--- config.mk ---
export PLATFORM = sky130hd
export DESIGN_NAME = bch8_enc
export DESIGN_NICKNAME = d
export VERILOG_FILES = /design/src/rtl/bch8_pkg.sv /design/src/rtl/bch8_byte_step.sv /design/src/rtl/bch8_lane_chain.sv /design/src/rtl/bch8_stream_out.sv /design/src/rtl/bch8_enc.sv
export SDC_FILE = /design/constraint.sdc
export NUM_CORES = 1
export LEC_CHECK = 0
export ABC_AREA = 1
export BUFFER_PORTS_ARGS = -buffer_cell sky130_fd_sc_hd__buf_2
export CAP_MARGIN = 20
export CORE_ASPECT_RATIO = 0.8
export CORE_MARGIN = 1.5
export CORE_UTILIZATION = 35
export DETAILED_ROUTE_END_ITERATION = 6
export HOLD_SLACK_MARGIN = 0.06
export MAX_ROUTING_LAYER = met4
export PLACE_DENSITY = 0.6
export REMOVE_ABC_BUFFERS = 1
export SYNTH_ARGS = -nofsm -noshare
export SYNTH_HDL_FRONTEND = slang
export SYNTH_SLANG_ARGS = --single-unit
--- constraint.sdc ---
create_clock -name clk -period 11.35 [get_ports clk]
set_input_delay 2.27 -clock clk [delete_from_list [all_inputs] [get_ports clk]]
set_output_delay 2.27 -clock clk [all_outputs]
set_load 0.05 [all_outputs]
--- src/rtl/bch8_pkg.sv ---
package bch8_pkg;
  localparam int BCH_M = 13;
  localparam int BCH_T = 8;
  localparam int PAR_W_DEF = BCH_M * BCH_T;
  localparam logic [PAR_W_DEF-1:0] GEN_DEF = 104'h15f914e07b0c138741c5c4fb23;
  localparam int WORD_BYTES_DEF = 4;

  typedef enum logic {SO_IDLE, SO_SEND} so_state_t;
endpackage

--- src/rtl/bch8_byte_step.sv ---
module bch8_byte_step #(
  parameter int PAR_W = bch8_pkg::PAR_W_DEF,
  parameter logic [PAR_W-1:0] GEN = bch8_pkg::GEN_DEF
) (
  input  logic [PAR_W-1:0] rem_i,
  input  logic [7:0]       byte_i,
  output logic [PAR_W-1:0] rem_o
);
  // one division step: multiply by x, add the incoming bit, reduce by g
  function automatic logic [PAR_W-1:0] div_bit(input logic [PAR_W-1:0] r, input logic b);
    logic fb;
    fb = r[PAR_W-1] ^ b;
    div_bit = {r[PAR_W-2:0], 1'b0} ^ (fb ? GEN : '0);
  endfunction

  function automatic logic [PAR_W-1:0] div_byte(input logic [PAR_W-1:0] r, input logic [7:0] b);
    logic [PAR_W-1:0] acc;
    acc = r;
    for (int i = 7; i >= 0; i--) acc = div_bit(acc, b[i]);
    div_byte = acc;
  endfunction

  always_comb rem_o = div_byte(rem_i, byte_i);
endmodule

--- src/rtl/bch8_lane_chain.sv ---
module bch8_lane_chain #(
  parameter int PAR_W = bch8_pkg::PAR_W_DEF,
  parameter logic [PAR_W-1:0] GEN = bch8_pkg::GEN_DEF,
  parameter int LANES = bch8_pkg::WORD_BYTES_DEF
) (
  input  logic [PAR_W-1:0]            rem_i,
  input  logic [LANES*8-1:0]          data_i,
  output logic [LANES-1:0][PAR_W-1:0] stage_o
);
  logic [LANES:0][PAR_W-1:0] chain;
  assign chain[0] = rem_i;

  // lane g consumes data_i byte g after lanes 0..g-1
  for (genvar g = 0; g < LANES; g++) begin : g_lane
    bch8_byte_step #(.PAR_W(PAR_W), .GEN(GEN)) u_step (
      .rem_i (chain[g]),
      .byte_i(data_i[g*8 +: 8]),
      .rem_o (chain[g+1])
    );
    assign stage_o[g] = chain[g+1];
  end
endmodule

--- src/rtl/bch8_stream_out.sv ---
module bch8_stream_out #(
  parameter int PAR_W = bch8_pkg::PAR_W_DEF
) (
  input  logic             clk,
  input  logic             rst_n,
  input  logic             load,
  input  logic [PAR_W-1:0] par_i,
  output logic             idle_o,
  output logic             ser_valid,
  input  logic             ser_ready,
  output logic [7:0]       ser_data
);
  import bch8_pkg::*;
  localparam int PAR_BYTES = PAR_W / 8;
  localparam int IDX_W = $clog2(PAR_BYTES);
  localparam logic [IDX_W-1:0] IDX_LAST = IDX_W'(PAR_BYTES - 1);

  so_state_t state_q;
  logic [IDX_W-1:0] idx_q;
  logic xfer, xfer_last;

  assign idle_o    = (state_q == SO_IDLE);
  assign ser_valid = (state_q == SO_SEND);
  assign xfer      = ser_valid && ser_ready;
  assign xfer_last = xfer && (idx_q == IDX_LAST);

  // byte idx counts from the most significant end of the remainder
  always_comb begin
    ser_data = '0;
    for (int b = 0; b < PAR_BYTES; b++)
      if (idx_q == IDX_W'(b)) ser_data = par_i[PAR_W-8*(b+1) +: 8];
  end

  always_ff @(posedge clk or negedge rst_n) begin
    if (!rst_n) begin
      state_q <= SO_IDLE;
      idx_q   <= '0;
    end else if (load) begin
      state_q <= SO_SEND;
      idx_q   <= '0;
    end else if (xfer_last) begin
      state_q <= SO_IDLE;
      idx_q   <= '0;
    end else if (xfer) begin
      idx_q <= idx_q + 1'b1;
    end
  end

  assert_hold_R7: assert property (@(posedge clk) disable iff (!rst_n)
    ser_valid && !ser_ready |=> ser_valid && $stable(ser_data));
  assert_end_R7: assert property (@(posedge clk) disable iff (!rst_n)
    xfer_last |=> !ser_valid);
  assert_idle_load_R8: assert property (@(posedge clk) disable iff (!rst_n)
    load |-> idle_o);
endmodule

--- src/rtl/bch8_enc.sv ---
module bch8_enc #(
  parameter int PAR_W = bch8_pkg::PAR_W_DEF,
  parameter logic [PAR_W-1:0] GEN = bch8_pkg::GEN_DEF,
  parameter int WORD_BYTES = bch8_pkg::WORD_BYTES_DEF,
  parameter bit WORD_EN = 1'b1
) (
  input  logic                    clk,
  input  logic                    rst_n,
  input  logic                    start,
  input  logic                    byte_valid,
  input  logic [7:0]              byte_data,
  input  logic                    byte_last,
  input  logic                    word_valid,
  input  logic [WORD_BYTES*8-1:0] word_data,
  input  logic                    word_last,
  output logic                    in_ready,
  output logic                    parity_valid,
  output logic [PAR_W-1:0]        parity_be,
  output logic [PAR_W-1:0]        parity_le,
  output logic                    ser_valid,
  input  logic                    ser_ready,
  output logic [7:0]              ser_data
);
  localparam int PAR_BYTES = PAR_W / 8;
  localparam int LANES = WORD_EN ? WORD_BYTES : 1;

  logic [PAR_W-1:0] rem_q, rem_base, rem_d;
  logic [LANES*8-1:0] lane_data;
  logic [LANES-1:0][PAR_W-1:0] stage;
  logic byte_fire, word_fire, accept, start_ok, take_last, pv_q;

  assign byte_fire = byte_valid && in_ready;
  assign word_fire = WORD_EN && word_valid && in_ready;
  assign accept    = byte_fire || word_fire;
  assign start_ok  = start && in_ready;
  assign take_last = (byte_fire && byte_last) || (word_fire && word_last);
  assign rem_base  = start_ok ? '0 : rem_q;

  if (LANES > 1) begin : g_word
    assign lane_data = word_fire ? word_data[LANES*8-1:0]
                                 : {{(LANES*8-8){1'b0}}, byte_data};
  end else begin : g_byte_only
    assign lane_data = byte_data;
  end

  bch8_lane_chain #(.PAR_W(PAR_W), .GEN(GEN), .LANES(LANES)) u_chain (
    .rem_i  (rem_base),
    .data_i (lane_data),
    .stage_o(stage)
  );

  assign rem_d = word_fire ? stage[LANES-1] : stage[0];

  always_ff @(posedge clk or negedge rst_n) begin
    if (!rst_n) begin
      rem_q <= '0;
      pv_q  <= 1'b0;
    end else begin
      pv_q <= take_last;
      if (accept)        rem_q <= rem_d;
      else if (start_ok) rem_q <= '0;
    end
  end

  assign parity_valid = pv_q;
  assign parity_be    = rem_q;

  for (genvar b = 0; b < PAR_BYTES; b++) begin : g_le
    assign parity_le[8*b +: 8] = rem_q[PAR_W-8*(b+1) +: 8];
  end

  bch8_stream_out #(.PAR_W(PAR_W)) u_out (
    .clk      (clk),
    .rst_n    (rst_n),
    .load     (take_last),
    .par_i    (rem_q),
    .idle_o   (in_ready),
    .ser_valid(ser_valid),
    .ser_ready(ser_ready),
    .ser_data (ser_data)
  );

  assert_zero_fb_R2: assert property (@(posedge clk) disable iff (!rst_n)
    byte_fire && !start && !word_valid && ((byte_data ^ rem_q[PAR_W-1 -: 8]) == 8'h00)
    |=> rem_q == ($past(rem_q) << 8));
  assert_start_clear_R3: assert property (@(posedge clk) disable iff (!rst_n)
    start && in_ready && !byte_valid && !word_valid |=> parity_be == '0);
  assert_one_port_R4: assert property (@(posedge clk) disable iff (!rst_n)
    !(byte_valid && word_valid));
  assert_pulse_R5: assert property (@(posedge clk) disable iff (!rst_n)
    parity_valid |=> !parity_valid);
  assert_hold_rem_R8: assert property (@(posedge clk) disable iff (!rst_n)
    !in_ready |=> $stable(rem_q));
  assert_zero_R9: assert property (@(posedge clk) disable iff (!rst_n)
    byte_fire && !word_valid && rem_q == '0 && byte_data == 8'h00 |=> rem_q == '0);
endmodule

# After elaboration in Yosys (flattened, before gate mapping)
# Cells that the tools add are included.
totals:
  reg_bits: 110
  in_bits: 48
  output_inout_bits: 219
  wordCells: 148
classes:
  add_sub_neg: 1
  eq_ne: 12
  muxes: 54
  n_bitwise: 65
  n_reduce_logical: 12
ops:
  columns: ["operator", "count"]
  rows:
  - ["104-bit by 101-bit bitwise XOR with 104-bit output", 32]
  - ["101-bit 2-to-1 mux", 32]
  - ["104-bit 2-to-1 mux", 3]
  - ["8-bit 2-to-1 mux", 13]
  - ["32-bit 2-to-1 mux", 1]
  - ["1-bit bitwise XOR", 32]
  - ["4-bit == test, second input constant", 5]
  - ["4-bit by 3-bit == test with 1-bit output, second input constant", 4]
  - ["4-bit 2-to-1 mux", 3]
  - ["4-bit by 2-bit == test with 1-bit output, second input constant", 2]
  - ["1-bit logical AND", 7]
  - ["4-bit by 1-bit adder with 4-bit output, second input constant", 1]
  - ["4-bit by 1-bit == test with 1-bit output, second input constant", 1]
  - ["4-bit logical NOT", 1]
  - ["3-bit nonzero test", 1]
  - ["1-bit logical OR", 2]
  - ["1-bit 2-to-1 mux", 2]
  - ["2-bit nonzero test", 1]
  - ["1-bit NOT", 1]

# Depth between registers and ports, before layout
# Gate-level depths: netlist (run 1).
logic_depth:
  ltp_word: 101
  ltp_mapped: 47
  ltp_nobuf: 46

# By module
# Synthesis (run 1) repeated with hierarchy kept, for this count alone.
hier_totals:
  hier_cells: 3453
  hier_area_um2: 22203.8
by_module_without_submodules:
  columns: ["mod", "n_inst", "cells_each", "area_each_um2", "seq_area_each_um2"]
  rows:
  - ["bch8_byte_step", 4, 477, 3264.4, 0.0]
  - ["bch8_enc", 1, 1206, 7526.0, 2627.5]
  - ["bch8_stream_out", 1, 339, 1620.3, 125.1]

# Worst setup path after synthesis (run 1)
# No wires, ideal clock.
synth_path:
  path_kind: "input -> register"
  from: "input port word_valid"
  to: "register rem_q[65] (netlist: parity_be[65])"
  setup_time_ps: 121
  t_arrival_ps: 6022
  required_time_ps: 11229
  path_slack_ps: 5207
  stages: 38
  path_buffers: 3
  path_cell_list: "buf_4 > nand3_1 > nand3_1 > nand2_4 > nand2_2 > nand2_4 > nand2_4 > nand2_2 > nand2_1 > nand2_2 > nand2_2 > nand2_4 > inv_2 > nand2_4 > nand2_8 > xor2_4 > nand3_2 > nand2_2 > (+2 left out) > nand2_4 > nand2_1 > nand2_1 > nand3_1 > nand2_1 > inv_1 > nand2_1 > nand3_1 > nand2_2 > inv_2 > nand2_4 > nand2_8 > nand2_4 > nand2_4 > buf_6 > xor2_1 > o21bai_1 > nand2_1"
synth_via:
  elab_chain_cells: 52
  word_cells_on_any_way: 97
  classes_between: "mux: 33; bitwise: 62; reduce/logical: 2"
synth_rtl:
  columns: ["element", "line_no", "source"]
  rows:
  - ["start: declaration", "bch8_enc.sv:13", "input logic word_valid,"]
  - ["1-bit logical AND (*)", "bch8_enc.sv:33", "assign word_fire = WORD_EN && word_valid && in_ready;"]
  - ["32-bit 2-to-1 mux", "bch8_enc.sv:40", "assign lane_data = word_fire ? word_data[LANES*8-1:0]"]
  - ["1-bit bitwise XOR", "bch8_byte_step.sv:12", "fb = r[PAR_W-1] ^ b;"]
  - ["101-bit 2-to-1 mux", "bch8_byte_step.sv:13", "div_bit = {r[PAR_W-2:0], 1'b0} ^ (fb ? GEN : '0);"]
  - ["104-bit by 101-bit bitwise XOR with 104-bit output (4 in series)", "bch8_byte_step.sv:13", null]
  - ["1-bit bitwise XOR / 104-bit by 101-bit bitwise XOR with 104-bit output (equally long branches)", "bch8_byte_step.sv:12, bch8_byte_step.sv:13", null]
  - ["101-bit 2-to-1 mux / 104-bit by 101-bit bitwise XOR with 104-bit output (equally long branches)", "bch8_byte_step.sv:13", null]
  - ["104-bit by 101-bit bitwise XOR with 104-bit output / 1-bit bitwise XOR (equally long branches)", "bch8_byte_step.sv:13, bch8_byte_step.sv:12", null]
  - ["(+29 left out)", null, null]
  - ["104-bit by 101-bit bitwise XOR with 104-bit output / 1-bit bitwise XOR (equally long branches)", "bch8_byte_step.sv:13, bch8_byte_step.sv:12", null]
  - ["104-bit by 101-bit bitwise XOR with 104-bit output / 101-bit 2-to-1 mux (equally long branches)", "bch8_byte_step.sv:13", null]
  - ["104-bit by 101-bit bitwise XOR with 104-bit output (4 in series)", "bch8_byte_step.sv:13", null]
  - ["1-bit bitwise XOR", "bch8_byte_step.sv:12", null]
  - ["101-bit 2-to-1 mux", "bch8_byte_step.sv:13", null]
  - ["104-bit by 101-bit bitwise XOR with 104-bit output (2 in series)", "bch8_byte_step.sv:13", null]
  - ["104-bit 2-to-1 mux", "bch8_enc.sv:52", "assign rem_d = word_fire ? stage[LANES-1] : stage[0];"]
  - ["104-bit 2-to-1 mux (*)", "bch8_enc.sv:60", "if (accept) rem_q <= rem_d;"]
  - ["end signal: assignment", "bch8_enc.sv:60", null]
  - ["end: declaration", "bch8_enc.sv:27", "logic [PAR_W-1:0] rem_q, rem_base, rem_d;"]
# Every way passes the cells marked *; elsewhere a longest branch is shown, timed or not.
# A chain may end at the register's enable or synchronous reset.

# Worst setup path after layout (run 1)
layout_path:
  from: "input port word_valid"
  to: "register rem_q[74] (netlist: parity_be[74])"
layout_via:
  elab_chain_cells: 50
  word_cells_on_any_way: 93
  classes_between: "mux: 31; bitwise: 60; reduce/logical: 2"
layout_rtl:
  columns: ["element", "line_no"]
  rows:
  - ["1-bit logical AND (*)", "bch8_enc.sv:33"]
  - ["32-bit 2-to-1 mux", "bch8_enc.sv:40"]
  - ["1-bit bitwise XOR", "bch8_byte_step.sv:12"]
  - ["101-bit 2-to-1 mux", "bch8_byte_step.sv:13"]
  - ["104-bit by 101-bit bitwise XOR with 104-bit output (4 in series)", "bch8_byte_step.sv:13"]
  - ["1-bit bitwise XOR / 104-bit by 101-bit bitwise XOR with 104-bit output (equally long branches)", "bch8_byte_step.sv:12, bch8_byte_step.sv:13"]
  - ["101-bit 2-to-1 mux / 104-bit by 101-bit bitwise XOR with 104-bit output (equally long branches)", "bch8_byte_step.sv:13"]
  - ["104-bit by 101-bit bitwise XOR with 104-bit output / 1-bit bitwise XOR (equally long branches)", "bch8_byte_step.sv:13, bch8_byte_step.sv:12"]
  - ["(+25 left out)", null]
  - ["104-bit by 101-bit bitwise XOR with 104-bit output (2 in series)", "bch8_byte_step.sv:13"]
  - ["1-bit bitwise XOR / 104-bit by 101-bit bitwise XOR with 104-bit output (equally long branches)", "bch8_byte_step.sv:12, bch8_byte_step.sv:13"]
  - ["101-bit 2-to-1 mux / 104-bit by 101-bit bitwise XOR with 104-bit output (equally long branches)", "bch8_byte_step.sv:13"]
  - ["104-bit by 101-bit bitwise XOR with 104-bit output / 1-bit bitwise XOR (equally long branches)", "bch8_byte_step.sv:13, bch8_byte_step.sv:12"]
  - ["104-bit by 101-bit bitwise XOR with 104-bit output / 101-bit 2-to-1 mux (equally long branches)", "bch8_byte_step.sv:13"]
  - ["104-bit by 101-bit bitwise XOR with 104-bit output (6 in series)", "bch8_byte_step.sv:13"]
  - ["104-bit 2-to-1 mux", "bch8_enc.sv:52"]
  - ["104-bit 2-to-1 mux (*)", "bch8_enc.sv:60"]
# Marks and branches as above.

==> flow_metrics.tcl, run 1 <==
set metrics [dict create \
    dpl_worst_slack_ns 1.60 \
    syn_to_final_growth_pct 7.35 \
    numCtsBuffers 9 \
    reg2reg_from "u_out.ser_valid" \
    ys_seq_area_frac 0.139 \
    grt_pass1_vias 19000 \
    synth_cell_type_count 46 \
    fin_crit_ns 9.72 \
    yosysTopAreaCell "xor2_1" \
    startpoint_type "input port" \
    max_freq_mhz 103 \
    die_h_um 216 \
    ys_async_sr_fraction 1.00 \
    rsz0062_at_grt "no" \
    path_max_fanout 25 \
    drv_slew 0 \
    cts_tree "done" \
    portBuffers 266 \
    syn_area_per_cell_sq_um 6.38 \
    syn-instance-count 3102 \
    clk_path_buf_depth 2 \
    status "finished with violations" \
    hold_path.class "reg -> reg" \
    grt_remaining_overflow 0 \
    violations "DRC" \
    nets 3254 \
    ys_top_cells_by_count "962 x nand2_1, 513 x xor2_1, 291 x nand3_1, 225 x inv_1, 140 x o21ai_0" \
    setup_tns_ns 0 \
    grt_usage 0.366 \
    viasPerCell 5.47 \
    setup_ws_ns 1.63 \
    num_vias 21600 \
    syn_area_sq_um 19800 \
    dp_hpwl_mm 86.0 \
    cts.sinks 110 \
    worst_skew_pair.late_latency_ns 0.42 \
    placed_area_sq_um 20900 \
    routedWlPerCell_um 26.4 \
    final.period_utilization 0.857 \
    maxCapViolCount 0 \
    hold_buffers 0 \
    synth_warnings 0 \
    grt_pass1_wl_mm 146 \
    r2r-end "parity_be[74]" \
    synth.top_cell.area_share 0.227 \
    num_rows 77 \
    gp_congestion 1.15 \
    worstMarginPinSlew_ns 1.27 \
    synthMostInstantiatedCell "nand2_1" \
    cts_resized 0 \
    io_pins 267 \
    whs_endpoint "parity_be[55]" \
    cp_slowest_cell "nand2_1" \
    r2r.worst_path.cells 34 \
    cts-root-buf "clkbuf_16" \
    finClkSkew_ns 0.0219 \
    ys.flop_type "dfrtp_1" \
    hold_path.startpoint "parity_be[55]" \
    stdcell_area_sq_um 21200 \
    synth_edf_count 0 \
    antenna_found_initial 2 \
    clk_pin_slew_worst_paths_ns 0.09 \
    die-area_sq_um 58000 \
    worst_path_largest_cell_delay_ns 0.63 \
    yosys-top-cells-area "xor2_1 23%, nand2_1 18%, dfrtp_1 14%" \
    grt_max_degree 97 \
    ys_seq_elements 110 \
    critPathMostFrequentCell "nand2_1" \
    setup_violations 0 \
    core_area_sq_um 55600 \
    cp_data_arrival_time_ns 9.99 \
    critPathBufInv 3 \
    hold_depth 2 \
    first_pass_iters 7 \
    critPathCaptureType "register" \
    initial_core_util 0.356 \
    htreeDepth 3 \
    required_ns 11.61 \
    cts_setup_buffers 0 \
    crit_family "simple AND/OR/NAND/NOR gates" \
    ant_nets 0 \
    wl_mm 105 \
    drt-initial-drc-count 3087 \
    relSlewSlack 0.149 \
    path_class "in -> reg" \
    hold_viol 0 \
    drive_above_1_share 0.175 \
    die_w_um 269 \
    drc 1 \
    r2r_slack_ns 2.86 \
]
## worst reg2reg max path: cells and delay by family (launching register included)
family | cells | cell delay, ns
compound gates | 3 | 0.86
simple gates | 27 | 6.10
flops | 1 | 0.61
buf+inv | 4 | 0.78
## area by class of cell
type	count	area [sq um]
Fill cell	6163	34300
Multi-Input combinational cell	2506	14600
Sequential cell	110	2750
Timing Repair Buffer	309	1670
Inverter	266	1000
Tap cell	750	938
Clock buffer	9	225
Clock inverter	7	81.3
Antenna cell	2	5.00
## layer usage
| metal | vias to the layer above | routed length [um] | share of wire | track usage |
|---|---|---|---|---|
| li1 | 9772 | - | - | - |
| met1 | 10200 | 45400 | 0.43 | 0.518 |
| met2 | 1484 | 42000 | 0.40 | 0.499 |
| met3 | 172 | 13400 | 0.13 | 0.0949 |
| met4 | 0 | 3850 | 0.037 | 0.114 |
| met5 | - | 0 | 0 | - |
## state kept, by name, summed over array words and instances, names as in the netlist
signal	count
parity_valid	1
parity_be	104
u_out.idx_q	4
u_out.ser_valid	1
## logic make-up after synthesis
group                      synth area share
AOI/OAI and AO/OA                    0.0775
xor gates and xnor gates              0.297
adders and majority gates           0.00253
buffers and inverters                 0.126
DFF                                   0.139
and+or+nand+nor                       0.358
## per-stage QoR
step           utilization  instances  hold WS, ns
3_3_place_gp         0.376       3939        0.616
5_1_grt              0.382       3959        0.660
3_5_place_dp         0.376       3939        0.619
4_1_cts              0.382       3955        0.641
2_1_floorplan            -       2882        0.578
6_report             0.382       3959        0.638
## layout by cell type (no fill, tap or decap), types with 3 or more instances in the layout
cell,synthesis,final
o211ai_1,18,18
xor2_1,513,513
o21ai_0,140,140
buf_4,125,42
xnor2_1,119,119
inv_1,225,224
clkinv_1,3,3
nand2_2,96,96
a31oi_1,5,5
inv_2,36,37
xor2_2,13,13
clkbuf_16,0,9
nor2_4,2,5
ha_1,4,4
o21bai_1,11,11
nand3_1,291,291
a21oi_1,34,34
o221ai_1,12,12
nand2_8,3,3
dfrtp_1,110,110
nor2_2,3,3
nand2_4,42,42
nand3b_1,4,4
nor2_1,125,122
or2_2,20,20
nand4_1,6,6
nand3_2,13,13
o22ai_1,16,16
o21ai_1,34,34
nand2_1,962,962
nor3_1,7,7
buf_2,12,265
## worst max path at each step
stage | depth (start not counted) | endpoint | start | slack, ns
after global routing | 34 | parity_be[74] | word_valid | 1.43
after global placement | 34 | parity_be[74] | word_valid | 1.62
after floorplan | 35 | parity_be[33] | word_valid | 0.15
after CTS | 34 | parity_be[74] | word_valid | 2.04
after detailed placement | 34 | parity_be[74] | word_valid | 1.60
final | 34 | parity_be[74] | word_valid | 1.63
Power of run 1 is not shown: default switching activity piles up to over one toggle a cycle in this logic, so the estimate is an artifact.
==> run 2, diff against run 1 <==
--- a/config.mk
+++ b/config.mk
@@ -7,7 +7,6 @@
 export LEC_CHECK = 0
 export ABC_AREA = 1
 export BUFFER_PORTS_ARGS = -buffer_cell sky130_fd_sc_hd__buf_2
-export CAP_MARGIN = 20
 export CORE_ASPECT_RATIO = 0.8
 export CORE_MARGIN = 1.5
 export CORE_UTILIZATION = 35
@@ -16,6 +15,8 @@
 export MAX_ROUTING_LAYER = met4
 export PLACE_DENSITY = 0.6
 export REMOVE_ABC_BUFFERS = 1
+export SLEW_MARGIN = 20
 export SYNTH_ARGS = -nofsm -noshare
 export SYNTH_HDL_FRONTEND = slang
+export SYNTH_HIERARCHICAL = 1
 export SYNTH_SLANG_ARGS = --single-unit
==> flow_metrics.tcl, run 2 <==
set metrics [dict create \
    final_common_cell "nand2_1" \
    setup_violations 0 \
    die-area_sq_um 65000 \
    initial_core_util 0.354 \
    drive_above_1_share 0.168 \
    drt-initial-drc-count 3090 \
    critPathBufInv 5 \
    ys.flop_type "dfrtp_1" \
    hold_path.class "reg -> reg" \
    ys_seq_area_frac 0.124 \
    syn_to_final_growth_pct 6.30 \
    path_class "in -> reg" \
    drv_slew 0 \
    grt_max_degree 118 \
    stdcell_area_sq_um 23600 \
    numCtsBuffers 9 \
    core_area_sq_um 62700 \
    wl_mm 105 \
    antenna_found_initial 1 \
    hold_viol 0 \
    drc 0 \
    rsz0062_at_grt "no" \
    clk_pin_slew_worst_paths_ns 0.09 \
    synth_cell_type_count 35 \
    path_max_fanout 21 \
    yosys-top-cells-area "xor2_1 22%, nand2_1 21%, dfrtp_1 12%" \
    gp_congestion 1.09 \
    die_h_um 228 \
    final_cell_mix "1,232 x nand2_1, 548 x xor2_1, 398 x inv_1" \
    grt_usage 0.323 \
    syn_area_sq_um 22200 \
    syn_area_per_cell_sq_um 6.43 \
    max_freq_mhz 102 \
    grt_remaining_overflow 0 \
    final.period_utilization 0.861 \
    num_vias 22400 \
    cts_setup_buffers 0 \
    htreeDepth 3 \
    viasPerCell 5.11 \
    status "finished, final reports clean" \
    cts_tree "done" \
    io_pins 267 \
    cts.sinks 110 \
    nets 3595 \
    grt_pass1_wl_mm 148 \
    routedWlPerCell_um 23.8 \
    ys_seq_elements 110 \
    cp_slowest_cell "xor2_2" \
    critPathMostFrequentCell "nand2_1" \
    num_rows 82 \
    fin_crit_ns 9.77 \
    critPathCaptureType "register" \
    synth_warnings 6 \
    required_ns 11.68 \
    grt_pass1_vias 20200 \
    ys_top_cells_by_count "1,233 x nand2_1, 548 x xor2_1, 399 x inv_1, 236 x nand3_1, 152 x xnor2_1" \
    clk_path_buf_depth 2 \
    dp_hpwl_mm 84.4 \
    first_pass_iters 5 \
    cts_resized 0 \
    placed_area_sq_um 23300 \
    worst_path_largest_cell_delay_ns 0.62 \
    ys_async_sr_fraction 1.00 \
    ant_nets 0 \
    cp_data_arrival_time_ns 10.10 \
    hold_buffers 0 \
    synthMostInstantiatedCell "nand2_1" \
    worstMarginPinSlew_ns 0.917 \
    crit_family "simple AND/OR/NAND/NOR gates" \
    syn-instance-count 3453 \
    synth_edf_count 0 \
    cts-root-buf "clkbuf_16" \
    startpoint_type "input port" \
    worst_skew_pair.late_latency_ns 0.39 \
    finClkSkew_ns 0.0128 \
    die_w_um 285 \
    largest_register_ffs 104 \
    crit_cells 42 \
    hold_depth 2 \
    synth.top_cell.area_share 0.216 \
    relSlewSlack 0.389 \
    yosysTopAreaCell "xor2_1" \
    r2r.worst_path.cells 41 \
    portBuffers 266 \
    maxCapViolCount 0 \
]
==> run 2: cell types whose count changed in the layout (fill, tap and decap cells not counted), sizes merged, moves of 32 or more <==
cell,change
xor2,+48
nand2,+273
xnor2,+48
nand3b,+32
a21oi,+72
nand3,-43
o21ai,-163
inv,+154
==> run 2: final timing paths <==
| kind | slack, ns | endpoint | startpoint |
|---|---|---|---|
| min | 0.67 | u_out/idx_q[3] | u_out/idx_q[3] |
| min reg2reg | 0.67 | u_out/idx_q[3] | u_out/idx_q[3] |
| max reg2reg | 2.49 | parity_be[48] | u_out/ser_valid |
| max | 1.58 | parity_be[48] | start |
| max in group asynchronous | 8.02 | parity_be[11] | rst_n |
| min in group asynchronous | 1.94 | parity_be[96] | rst_n |
==> run 2: worst register-to-register path: cells and delay by family (launching register included) <==
kind,cells,cell delay [ns]
XOR/XNOR,4,1.70
AO/OA/AOI/OAI,1,0.37
buffers and inverters,4,1.09
flip-flops,1,0.45
AND/OR/NAND/NOR,32,5.21
==> run 2: final cells by class <==
cell class	count	area, sq um
Clock inverter	7	82.6
Clock buffer	9	225
Sequential cell	110	2750
Timing Repair Buffer	327	1810
Tap cell	840	1050
Antenna cell	1	2.50
Fill cell	6896	39100
Multi-Input combinational cell	2674	16100
Inverter	421	1600
==> run 2: logic make-up (layout without fill, tap and decap cells) <==
group	after synthesis	count (layout)	synth area share
and+or+nand+nor	1805	1805	0.377
AOI/OAI and AO/OA	121	121	0.0277
adders and majority gates	4	4	0.00225
xor gates and xnor gates	744	744	0.316
other	0	1	0
buffers and inverters	669	764	0.153
DFF	110	110	0.124
==> run 2: stage by stage <==
| step | utilization | TNS [ns] | hold WS [ns] | instances | worst slack (ns) |
|---|---|---|---|---|---|
| after floorplan | - | -235.03 | 0.593 | 3205 | -2.53 |
| final | 0.377 | 0 | 0.673 | 4389 | 1.58 |
| after global placement | 0.371 | 0 | 0.656 | 4372 | 1.61 |
| after detailed placement | 0.371 | 0 | 0.664 | 4372 | 1.51 |
| after global routing | 0.377 | 0 | 0.722 | 4389 | 1.02 |
| after CTS | 0.376 | 0 | 0.678 | 4388 | 1.91 |
==> run 2: metal layers <==
metal | part of all wire | track usage | vias to the layer above
met5 | 0 | - | -
met4 | 0.041 | 0.112 | 0
met3 | 0.10 | 0.0563 | 178
met2 | 0.42 | 0.457 | 1262
met1 | 0.44 | 0.456 | 10600
li1 | - | - | 10400
Power of run 2 is left out for the same reason.
